**config.mk**
```make
export PLATFORM = sky130hd
export DESIGN_NAME = lsi_tracker
export DESIGN_NICKNAME = d
export VERILOG_FILES = /design/src/rtl/lsi_pkg.sv /design/src/rtl/lsi_lock_track.sv /design/src/rtl/lsi_hazard_cmp.sv /design/src/rtl/lsi_sat_counter.sv /design/src/rtl/lsi_tracker.sv
export SDC_FILE = /design/constraint.sdc
export NUM_CORES = 1
export LEC_CHECK = 0
export BUFFER_PORTS_ARGS = -buffer_cell sky130_fd_sc_hd__buf_2
export CORE_MARGIN = 3
export CORE_UTILIZATION = 59
export DETAILED_ROUTE_END_ITERATION = 10
export PLACE_DENSITY = 0.86
export SYNTH_ARGS = -nofsm -noshare
export SYNTH_HDL_FRONTEND = slang
export SYNTH_HIERARCHICAL = 1
export SYNTH_SLANG_ARGS = --single-unit
```
**constraint.sdc**
```tcl
create_clock -name clk -period 5.7 [get_ports clk]
set_clock_uncertainty 0.1 [all_clocks]
set_input_delay 0.57 -clock clk [delete_from_list [all_inputs] [get_ports clk]]
set_output_delay 0.57 -clock clk [all_outputs]
set_load 0.02 [all_outputs]
```
**src/rtl/lsi_pkg.sv**
```systemverilog
package lsi_pkg;
  typedef enum logic [1:0] {
    SRC_NONE = 2'd0,
    SRC_ONE  = 2'd1,
    SRC_TWO  = 2'd2,
    SRC_TWOX = 2'd3
  } src_cnt_e;

  localparam int unsigned NSRC = 2;

  function automatic logic lane_used(input logic [1:0] cnt, input int unsigned lane);
    return (32'(cnt) > lane);
  endfunction
endpackage

```
**src/rtl/lsi_lock_track.sv**
```systemverilog
module lsi_lock_track #(
  parameter int unsigned REG_W     = 5,
  parameter int unsigned LOCK_NONE = 30
) (
  input  logic             clk,
  input  logic             rst_n,
  input  logic             accept,
  input  logic             ld_en,
  input  logic [REG_W-1:0] ld_reg,
  output logic [REG_W-1:0] lock_q
);
  localparam logic [REG_W-1:0] NONE_CODE = REG_W'(LOCK_NONE);

  logic [REG_W-1:0] cur_lock;

  // token produced by the instruction now being accepted
  always_comb begin
    cur_lock = NONE_CODE;
    if (ld_en) cur_lock = ld_reg;
  end

  always_ff @(posedge clk or negedge rst_n) begin
    if (!rst_n)      lock_q <= NONE_CODE;
    else if (accept) lock_q <= cur_lock;
  end

  p_lock_from_load_r2: assert property (@(posedge clk) disable iff (!rst_n)
    (accept && ld_en) |=> (lock_q == $past(ld_reg)));
  p_lock_empty_r3: assert property (@(posedge clk) disable iff (!rst_n)
    (accept && !ld_en) |=> (lock_q == NONE_CODE));
  p_lock_idle_r7: assert property (@(posedge clk) disable iff (!rst_n)
    !accept |=> $stable(lock_q));
endmodule

```
**src/rtl/lsi_hazard_cmp.sv**
```systemverilog
module lsi_hazard_cmp
  import lsi_pkg::*;
#(
  parameter int unsigned REG_W     = 5,
  parameter int unsigned LOCK_NONE = 30
) (
  input  logic                       valid,
  input  logic [REG_W-1:0]           lock_q,
  input  logic [1:0]                 nsrc,
  input  logic [NSRC-1:0][REG_W-1:0] srcs,
  output logic                       hit
);
  localparam logic [REG_W-1:0] NONE_CODE = REG_W'(LOCK_NONE);

  logic [NSRC-1:0] lane_hit;
  logic            token_live;

  assign token_live = (lock_q != NONE_CODE);

  for (genvar g = 0; g < NSRC; g++) begin : g_lane
    assign lane_hit[g] = lane_used(nsrc, g) && (srcs[g] == lock_q);
  end

  // any lane match counts once
  assign hit = valid && token_live && (|lane_hit);
endmodule

```
**src/rtl/lsi_sat_counter.sv**
```systemverilog
module lsi_sat_counter #(
  parameter int unsigned W = 32
) (
  input  logic         clk,
  input  logic         rst_n,
  input  logic         inc,
  output logic [W-1:0] count
);
  localparam logic [W-1:0] TOP = {W{1'b1}};

  always_ff @(posedge clk or negedge rst_n) begin
    if (!rst_n)                   count <= '0;
    else if (inc && count != TOP) count <= count + 1'b1;
  end

  p_sat_hold_r10: assert property (@(posedge clk) disable iff (!rst_n)
    (count == TOP) |=> (count == TOP));
  p_step_one_r9: assert property (@(posedge clk) disable iff (!rst_n)
    (inc && count != TOP) |=> (count == $past(count) + 1'b1));
  p_no_inc_hold_r7: assert property (@(posedge clk) disable iff (!rst_n)
    !inc |=> $stable(count));
endmodule

```
**src/rtl/lsi_tracker.sv**
```systemverilog
module lsi_tracker
  import lsi_pkg::*;
#(
  parameter int unsigned REG_W     = 5,
  parameter int unsigned CNT_W     = 32,
  parameter int unsigned LOCK_NONE = 30
) (
  input  logic             clk,
  input  logic             rst_n,
  input  logic             ins_valid,
  output logic             ins_ready,
  input  logic             ins_ld_en,
  input  logic [REG_W-1:0] ins_ld_reg,
  input  logic [1:0]       ins_nsrc,
  input  logic [REG_W-1:0] ins_src_a,
  input  logic [REG_W-1:0] ins_src_b,
  output logic             stall,
  output logic [CNT_W-1:0] stall_count,
  output logic [CNT_W-1:0] cycle_count,
  output logic [CNT_W-1:0] inst_count
);
  localparam logic [REG_W-1:0] NONE_CODE = REG_W'(LOCK_NONE);
  localparam logic [CNT_W-1:0] CNT_TOP   = {CNT_W{1'b1}};

  logic                       ready_q;
  logic                       accept;
  logic [REG_W-1:0]           lock_q;
  logic [NSRC-1:0][REG_W-1:0] srcs;
  logic                       hit;

  always_ff @(posedge clk or negedge rst_n) begin
    if (!rst_n) ready_q <= 1'b0;
    else        ready_q <= 1'b1;
  end

  assign ins_ready = ready_q;
  assign accept    = ins_valid && ready_q;
  assign srcs[0]   = ins_src_a;
  assign srcs[1]   = ins_src_b;

  lsi_lock_track #(.REG_W(REG_W), .LOCK_NONE(LOCK_NONE)) u_lock (
    .clk(clk), .rst_n(rst_n), .accept(accept),
    .ld_en(ins_ld_en), .ld_reg(ins_ld_reg), .lock_q(lock_q)
  );

  lsi_hazard_cmp #(.REG_W(REG_W), .LOCK_NONE(LOCK_NONE)) u_cmp (
    .valid(ins_valid), .lock_q(lock_q), .nsrc(ins_nsrc),
    .srcs(srcs), .hit(hit)
  );

  assign stall = hit;

  lsi_sat_counter #(.W(CNT_W)) u_stall_cnt (
    .clk(clk), .rst_n(rst_n), .inc(accept && hit), .count(stall_count)
  );
  lsi_sat_counter #(.W(CNT_W)) u_cycle_cnt (
    .clk(clk), .rst_n(rst_n), .inc(accept), .count(cycle_count)
  );
  lsi_sat_counter #(.W(CNT_W)) u_inst_cnt (
    .clk(clk), .rst_n(rst_n), .inc(accept), .count(inst_count)
  );

  p_ready_stays_r1: assert property (@(posedge clk) disable iff (!rst_n)
    ins_ready |=> ins_ready);
  p_stall_needs_token_r3: assert property (@(posedge clk) disable iff (!rst_n)
    stall |-> (lock_q != NONE_CODE));
  p_stall_needs_valid_r7: assert property (@(posedge clk) disable iff (!rst_n)
    stall |-> ins_valid);
  p_stall_counted_r8: assert property (@(posedge clk) disable iff (!rst_n)
    (accept && stall && stall_count != CNT_TOP) |=> (stall_count == $past(stall_count) + 1'b1));
  p_cycle_eq_inst_r9: assert property (@(posedge clk) disable iff (!rst_n)
    cycle_count == inst_count);
  p_stall_le_inst_r8: assert property (@(posedge clk) disable iff (!rst_n)
    stall_count <= inst_count);
endmodule

```
==> results of run 1 <==
[power groups by stage]
stage	Combinational (mW)	Clock, mW	Sequential, mW
6_report	0.243	0.500	0.849
4_1_cts	0.245	0.512	0.848
2_1_floorplan	0.0961	0	0.906
3_3_place_gp	0.239	0	0.855
3_5_place_dp	0.244	0	0.861
5_1_grt	0.271	0.545	0.861
[how the worst min path moves through the flow]
| stage | startpoint | depth (start not counted) | endpoint | slack (ps) |
|---|---|---|---|---|
| 4_1_cts | rst_n | 1 | u_cycle_cnt/count[6]$_DFFE_PN0P_ | 160 |
| 6_report | rst_n | 1 | u_cycle_cnt/count[30]$_DFFE_PN0P_ | 140 |
| 5_1_grt | rst_n | 1 | u_cycle_cnt/count[26]$_DFFE_PN0P_ | 170 |
| 2_1_floorplan | rst_n | 0 | ins_ready$_DFF_PN0_ | 170 |
| 3_5_place_dp | u_inst_cnt/count[31]$_DFFE_PN0P_ | 1 | u_inst_cnt/count[31]$_DFFE_PN0P_ | 380 |
| 3_3_place_gp | u_inst_cnt/count[31]$_DFFE_PN0P_ | 1 | u_inst_cnt/count[31]$_DFFE_PN0P_ | 380 |
[cells in the final DEF (no fill, tap or decap), types with 6 or more instances in the layout]
cell type and n:
a21oi_1 6, a31oi_1 6, and3_1 7, and4_1 12, buf_2 117, clkbuf_8 9
dfrtp_1 98, inv_1 7, nand2_1 48, nand3_1 47, nand4_1 46, nor2_1 30
nor3_1 9, nor3_2 6, nor4_1 11, o211ai_1 7, or4_4 6, xnor2_1 74
xor2_1 23
[layer usage]
layer	up-vias	global-route usage (%)	wire (µm)
met5	-	0	0
met4	0	8.29	145
met3	20	4.79	1020
met2	218	41.1	5980
met1	2142	32.7	5080
li1	2034	-	-
[sequential cells by signal, summed over array words and instances, names as in the netlist]
| signal | flops |
|---|---|
| ins_ready | 1 |
| u_cycle_cnt/count | 32 |
| u_inst_cnt/count | 32 |
| u_lock/lock_q | 5 |
| u_stall_cnt/count | 32 |
[final cells by class]
| cell class | instances | share of cell area (%) |
|---|---|---|
| Clock buffer | 9 | 2.01 |
| Clock inverter | 7 | 1.55 |
| Inverter | 7 | 0.427 |
| Multi-Input combinational cell | 378 | 42.5 |
| Sequential cell | 102 | 41.6 |
| Tap cell | 105 | 2.14 |
| Timing Repair Buffer | 119 | 9.76 |
[cell families after synthesis]
kind of cell    after synthesis  synth area share, %
flops                       102                 48.6
compound gates               26                 4.02
other cells                   1               0.0713
mux                           6                 1.29
fa+ha+maj                     3                0.714
simple gates                245                 27.5
buf+inv                      14                 1.57
xor+xnor                     97                 16.2
[worst max-delay path: stages (launching register included)]
cell and delay [ps]:
dfstp_2 590, xor2_1 80, nor4_1 270, o211ai_1 150, a21oi_2 160, and3_1 310, and3_1 250, nor2b_1 470
nand4_1 180, nor4_2 190, xor2_1 170
==> results.cfg, run 1 <==
[run_status]
outcome = complete, no violations

[clock_tree]
tritoncts.num_buffers = 9
post_cts_resized = 0
cts_root_buf = clkbuf_8
htree_levels = 3
clk_path_buf_depth = 2
insertion_delay_ps = 350
clkSlewWorstSetupHoldPaths_ps = 100
cts_setup_buffers = 0
holdBufCountCts = 0
cts_tree = done
cts.sinks = 102

[layout]
drive_above_1_share_pct = 28.0
syn_to_final_growth_pct = 17.0
diodes = 0
utilization_pct = 73.0
regArea_um2 = 2560
n_fill_cell = 633
stdcell_area_um2 = 6150
nets = 641
final-instance-count-excl-fill = 727
multi_input_area_um2 = 2620

[placed_design]
portBuffers = 118
gp_congestion = 0.912
place_ws_ps = 2590
hpwl_mm = 8.82
placedCellCount = 711
placed_area_um2 = 5930

[global_route]
antenna_found_initial = 0
grt_max_degree = 54
grt_usage_pct = 24.8
grt_pass1_wl_mm = 20.4
grt_pass1_vias = 4358
grt_overflow_total = 0

[synth]
synth_ff_type = dfrtp_1
synth_area_leaders = dfrtp_1 47%, xnor2_1 12%, nand4_1 5.5%
ys.warnings.count = 6
synth_top_area_share_pct = 46.6
syn-num-nets = 518
syn_inst = 494
synth.largest_area_cell = dfrtp_1
ys_types = 36
ys_seq_area_share_pct = 48.6
synth_edf_count = 0
synth.cell_area_um2 = 5260
synth-async-reset-ratio_pct = 100
ys_seq_elements = 102
synth.most_common_cell = dfrtp_1
synth_commonest_cells = 98 x dfrtp_1, 74 x xnor2_1, 48 x nand2_1
syn_area_per_cell_um2 = 10.6

[power]
irDropWorstVdd_mv = 0.279
p_per_area_nw_per_um2 = 259
total_leakage_power_nw = 2.88
p_clk_share_pct = 31.4
internal_power_mw = 1.12
report.power.total_mw = 1.59
netSwitchingFraction_pct = 29.9
power_frac_seq_pct = 53.3
p_comb_share_pct = 15.3
netSwitchingPower_mw = 0.476

[detailed_routing]
wl_per_cell_um = 16.8
vias = 4414
vias_per_cell = 6.07
drtIter0Drc = 251
routed_wl_mm = 12.2
drc = 0
antenna_left = 0
firstDrtPassIters = 4

[timing]
fin_hold_ws_ps = 144
final.period_utilization_pct = 52.7
setup_viol = 0
finalSetupTns_ps = 0
hold_violations = 0
timing.final.ws_setup_ps = 2700
rsz0062_at_grt = false
fmax_ghz = 0.333
slew_headroom_pct = 38.3
period_minus_slack_ps = 3000
slew_viol_final = 0
worstMarginPinSlew_ps = 926

[setup_path]
path_class = register to register
cp_max_fo = 7
r2r_start = u_lock/lock_q[4]$_DFFE_PN1P_
reg2reg_depth = 10
cp.arrival_ps = 3190
critical_path.startpoint = u_lock/lock_q[4]$_DFFE_PN1P_
end_kind = register
setup.worst_path.end = u_stall_cnt/count[29]$_DFFE_PN0P_
reg2reg_to = u_stall_cnt/count[29]$_DFFE_PN0P_
worstPathRequired_ps = 5880
worst-r2r-setup-slack_ps = 2700
cp-start-kind = register

[job]
maxCapViolCount = 0

[die]
io_pins = 119
rows = 33
die_x_um = 100
initial_core_util_pct = 62.4
core_area_um2 = 8420
die_h_um = 100
dieArea_um2 = 10100

[min_path]
hold_path.class = input pin to async pin
Note: power is estimated with default switching activity, not from simulation.
==> run 2, diff against run 1 <==
- CORE_UTILIZATION: 59 -> 49
- PLACE_DENSITY: 0.86 -> 0.76
- clock period: 5.7 -> 2.5 ns (I/O delays scaled with it)
==> results.cfg, run 2 (synthesized netlist as in run 1, its figures left out) <==
[clock_tree]
clkSlewWorstSetupHoldPaths_ps = 110
cts_tree = done
cts.sinks = 102
tritoncts.num_buffers = 9
insertion_delay_ps = 360
cts_root_buf = clkbuf_8
htree_levels = 3
clk_path_buf_depth = 2

[detailed_routing]
drtIter0Drc = 411
drc = 0
wl_per_cell_um = 16.8
antenna_left = 0
vias = 4552
routed_wl_mm = 13.3
vias_per_cell = 5.75
firstDrtPassIters = 5

[global_route]
grt_pass1_wl_mm = 21.4
grt_usage_pct = 22.6
grt_max_degree = 62
antenna_found_initial = 0
grt_pass1_vias = 4351
grt_overflow_total = 0

[timing]
fin_hold_ws_ps = 33.5
setup_viol = 15
slew_headroom_pct = 57.6
fmax_ghz = 0.389
period_minus_slack_ps = 2570
rsz0062_at_grt = true
hold_violations = 0
slew_viol_final = 0
timing.final.ws_setup_ps = -70.5
worstMarginPinSlew_ps = 631
final.period_utilization_pct = 103

[placed_design]
gp_congestion = 0.917
placed_area_um2 = 6170
hpwl_mm = 9.63
placedCellCount = 765
portBuffers = 118

[setup_path]
cp_max_fo = 3
path_class = register to register
cp-start-kind = register
worstPathRequired_ps = 2690
worst-r2r-setup-slack_ps = -70
reg2reg_to = u_stall_cnt/count[29]$_DFFE_PN0P_
reg2reg_depth = 10
end_kind = register
r2r_start = u_lock/lock_q[1]$_DFFE_PN1P_
cp.arrival_ps = 2760

[die]
die_x_um = 110
core_area_um2 = 10400
die_h_um = 110
rows = 37
io_pins = 119
dieArea_um2 = 12000
initial_core_util_pct = 50.7

[layout]
top_regs = u_cycle_cnt/count x32, u_inst_cnt/count x32, u_stall_cnt/count x32
diodes = 0
multi_input_area_um2 = 2740
stdcell_area_um2 = 6590
drive_above_1_share_pct = 33.7
n_fill_cell = 879
regArea_um2 = 2560
nets = 675
final-instance-count-excl-fill = 792
mostFrequentLayoutCell = buf_2
final_cell_mix = 117 x buf_2, 98 x dfrtp_1, 72 x xnor2_1, 47 x nand2_1, 46 x nand4_1
syn_to_final_growth_pct = 25.3

[run_status]
violations = setup timing
outcome = complete, but fails checks

[power]
irDropWorstVdd_mv = 0.514
report.power.total_mw = 3.61
p_per_area_nw_per_um2 = 548
total_leakage_power_nw = 3.08

[min_path]
min_to = u_lock/lock_q[2]$_DFFE_PN1P_
hp-start = ins_ld_reg[2]
hold_path.class = input pin to register
hold_depth = 2

[job]
maxCapViolCount = 0
run 2: changes by cell type in the layout (fill, tap and decap cells not counted), sizes merged:
cell / before / now
dlygate4sd3: 0 / 5
clkbuf: 9 / 10
bufinv: 2 / 1
buf: 119 / 148
run 2: final cells by class:
class / count / area share, %
Tap cell: 136 / 2.58
Multi-Input combinational cell: 378 / 41.6
Clock inverter: 6 / 1.04
Sequential cell: 102 / 38.8
Inverter: 7 / 0.399
Timing Repair Buffer: 153 / 13.4
Clock buffer: 10 / 2.09
run 2: worst max-delay path by stage:
stage                                 start                                 to  slack [ps]  cells past startpoint
2_1_floorplan  u_lock/lock_q[1]$_DFFE_PN1P_  u_stall_cnt/count[29]$_DFFE_PN0P_        -130                     11
4_1_cts        u_lock/lock_q[4]$_DFFE_PN1P_  u_stall_cnt/count[25]$_DFFE_PN0P_         -50                     10
5_1_grt        u_lock/lock_q[1]$_DFFE_PN1P_  u_stall_cnt/count[29]$_DFFE_PN0P_        -240                     10
6_report       u_lock/lock_q[1]$_DFFE_PN1P_  u_stall_cnt/count[29]$_DFFE_PN0P_         -70                     10
3_3_place_gp   u_lock/lock_q[1]$_DFFE_PN1P_  u_stall_cnt/count[13]$_DFFE_PN0P_         -10                     11
3_5_place_dp   u_lock/lock_q[1]$_DFFE_PN1P_  u_stall_cnt/count[25]$_DFFE_PN0P_        -220                     10
run 2: metal layers:
metal / vias up / track usage (%) / part of all wire, % / wire (µm)
li1: 2110 / - / - / -
met1: 2262 / 30.3 / 44 / 5810
met2: 159 / 37.4 / 49 / 6570
met3: 21 / 3.52 / 5.4 / 721
met4: 0 / 7.84 / 1.5 / 203
met5: - / 0 / 0 / 0
run 2: metrics by stage:
step	TNS, ps	setup slack [ps]	util [%]
after floorplan	-629	-128	-
after global routing	-3570	-241	63.5
after global placement	-16.1	-10.5	59.5
after CTS	-78.3	-50.4	62.7
after detailed placement	-1830	-217	59.5
final	-562	-70.5	63.5
run 2: worst max-delay path: stages (launching register included):
cell      delay, ps
dfstp_2         590
xor2_2           90
nor4_2          300
o211ai_1        150
a21oi_2         160
and3_4          200
and3_4          220
nor2b_4         190
nand4_1         120
nor4_2          200
xor2_1          190
run 2: power by group:
| group | switching, mW | internal (mW) |
|---|---|---|
| combinational | 0.358 | 0.239 |
| sequential | 0.165 | 1.77 |
| clock | 0.581 | 0.498 |
run 2: repair_timing:
| item | in CTS | in global routing |
|---|---|---|
| gates resized for setup | 9 | 12 |
| pin swaps | 13 | 11 |
| setup endpoints to repair | 21 | 27 |
| hold endpoints to repair | 43 | 0 |
| buffers inserted | 3 | 3 |
| hold buffers | 5 | 0 |
==> run 3, diff against run 2 <==
- CTS_CLUSTER_SIZE: unset -> 8
- SETUP_SLACK_MARGIN: unset -> 0.1
==> results.cfg, run 3 (synthesized netlist as in run 1, its figures left out) <==
[run_status]
outcome = complete, but fails checks
violations = setup timing

[detailed_routing]
drtIter0Drc = 277
firstDrtPassIters = 5
drc = 0
vias = 4681
routed_wl_mm = 13.8
antenna_left = 0
wl_per_cell_um = 17.1
vias_per_cell = 5.81

[global_route]
grt_pass1_vias = 4479
grt_max_degree = 46
grt_overflow_total = 0
grt_usage_pct = 23.1
grt_pass1_wl_mm = 21.8
antenna_found_initial = 0

[clock_tree]
cts_root_buf = clkbuf_8
tritoncts.num_buffers = 9
htree_levels = 3
cts_tree = done
clkSlewWorstSetupHoldPaths_ps = 100
insertion_delay_ps = 360
clk_path_buf_depth = 2
cts.sinks = 102

[layout]
nets = 689
mostFrequentLayoutCell = buf_2
n_fill_cell = 837
final_cell_mix = 116 x buf_2, 98 x dfrtp_1, 72 x xnor2_1, 46 x nand4_1, 45 x nand2_1
utilization_pct = 64.9
syn_to_final_growth_pct = 28.0
drive_above_1_share_pct = 35.5
top_regs = u_cycle_cnt/count x32, u_inst_cnt/count x32, u_stall_cnt/count x32
diodes = 0

[setup_path]
cp_max_fo = 4
cp_common_cell = and3_4
worstPathRequired_ps = 2650
cpPeakStageDelay_ps = 570
cp_slowest_cell = dfstp_2
cp.arrival_ps = 2720
path_delay_family = simple AND/OR/NAND/NOR gates
crit_chain = xor2_1, nor4_1, nand3_1, a21oi_2, and3_4, and3_4, nand3_4, nor3_4, nand4_1, xnor2_1
path_class = register to register
end_kind = register
cp-start-kind = register
crit_buf_inv = 0

[timing]
slew_headroom_pct = 62.6
fin_hold_ws_ps = 14.9
slew_viol_final = 0
hold_violations = 0
worstMarginPinSlew_ps = 561
finalSetupTns_ps = -574
fmax_ghz = 0.389
rsz0062_at_grt = true
final.period_utilization_pct = 103
timing.final.ws_setup_ps = -71.5
period_minus_slack_ps = 2570
setup_viol = 18

[die]
initial_core_util_pct = 50.7
core_area_um2 = 10400
dieArea_um2 = 12000
die_x_um = 110
rows = 37
die_h_um = 110
io_pins = 119

[power]
p_comb_share_pct = 16.8
internal_power_mw = 2.50
irDropWorstVdd_mv = 0.652
p_clk_share_pct = 29.1
netSwitchingPower_mw = 1.08
netSwitchingFraction_pct = 30.2
p_per_area_nw_per_um2 = 531
total_leakage_power_nw = 3.15
power_frac_seq_pct = 54.1

[placed_design]
hpwl_mm = 9.92
place_ws_ps = -153
portBuffers = 118
gp_congestion = 0.945

[job]
maxCapViolCount = 0

[min_path]
hold_path.class = input pin to register
-- run 3: power by group through the flow --
stage | Clock [mW] | Sequential [mW] | Combinational, mW
floorplan | 0 | 2.07 | 0.219
global placement | 0 | 1.95 | 0.569
detailed placement | 0 | 1.96 | 0.586
CTS | 1.08 | 1.93 | 0.601
global route | 1.14 | 1.96 | 0.661
finish | 1.04 | 1.93 | 0.599
-- run 3: per-layer routing --
metal | track usage (%) | vias up | routed length [µm]
met3 | 3.58 | 29 | 878
met4 | 9.97 | 0 | 278
met1 | 29.7 | 2306 | 5620
li1 | - | 2138 | -
met5 | 0 | - | 0
met2 | 38.8 | 208 | 7020
-- run 3: per-stage QoR --
| step | std cells | area [µm²] | power [mW] |
|---|---|---|---|
| 2_1_floorplan | 494 | 5280 | 2.29 |
| 3_3_place_gp | 770 | 6200 | 2.52 |
| 3_5_place_dp | 770 | 6200 | 2.55 |
| 4_1_cts | 801 | 6630 | 3.61 |
| 5_1_grt | 806 | 6730 | 3.76 |
| 6_report | 806 | 6730 | 3.57 |
-- run 3: final cells by class --
cell class / instances / area [µm²] / share of cell area (%)
Inverter: 7 / 26.3 / 0.390
Sequential cell: 102 / 2560 / 38.0
Clock inverter: 4 / 47.5 / 0.706
Tap cell: 136 / 170 / 2.53
Clock buffer: 12 / 145 / 2.16
Multi-Input combinational cell: 378 / 2770 / 41.2
Timing Repair Buffer: 167 / 1010 / 15.1
-- run 3: worst paths after layout --
path                                                   start                           endpoint  slack [ps]  depth (start not counted)
max                             u_lock/lock_q[3]$_DFFE_PN1P_  u_stall_cnt/count[25]$_DFFE_PN0P_         -70                         10
min                                            ins_ld_reg[2]       u_lock/lock_q[2]$_DFFE_PN1P_          10                          2
min reg2reg                u_cycle_cnt/count[31]$_DFFE_PN0P_  u_cycle_cnt/count[31]$_DFFE_PN0P_         410                          1
max reg2reg                     u_lock/lock_q[3]$_DFFE_PN1P_  u_stall_cnt/count[25]$_DFFE_PN0P_         -70                         10
max in group asynchronous                              rst_n   u_inst_cnt/count[14]$_DFFE_PN0P_        1250                          3
min in group asynchronous                              rst_n  u_stall_cnt/count[16]$_DFFE_PN0P_         300                          2
-- run 3: timing repair --
action / in CTS / in global routing
gates resized for setup: 26 / 12
pin swaps: 24 / 19
setup endpoints to repair: 27 / 32
endpoints found under the hold margin: 45 / 0
hold buffers: 5 / 0
setup buffers: 10 / 5
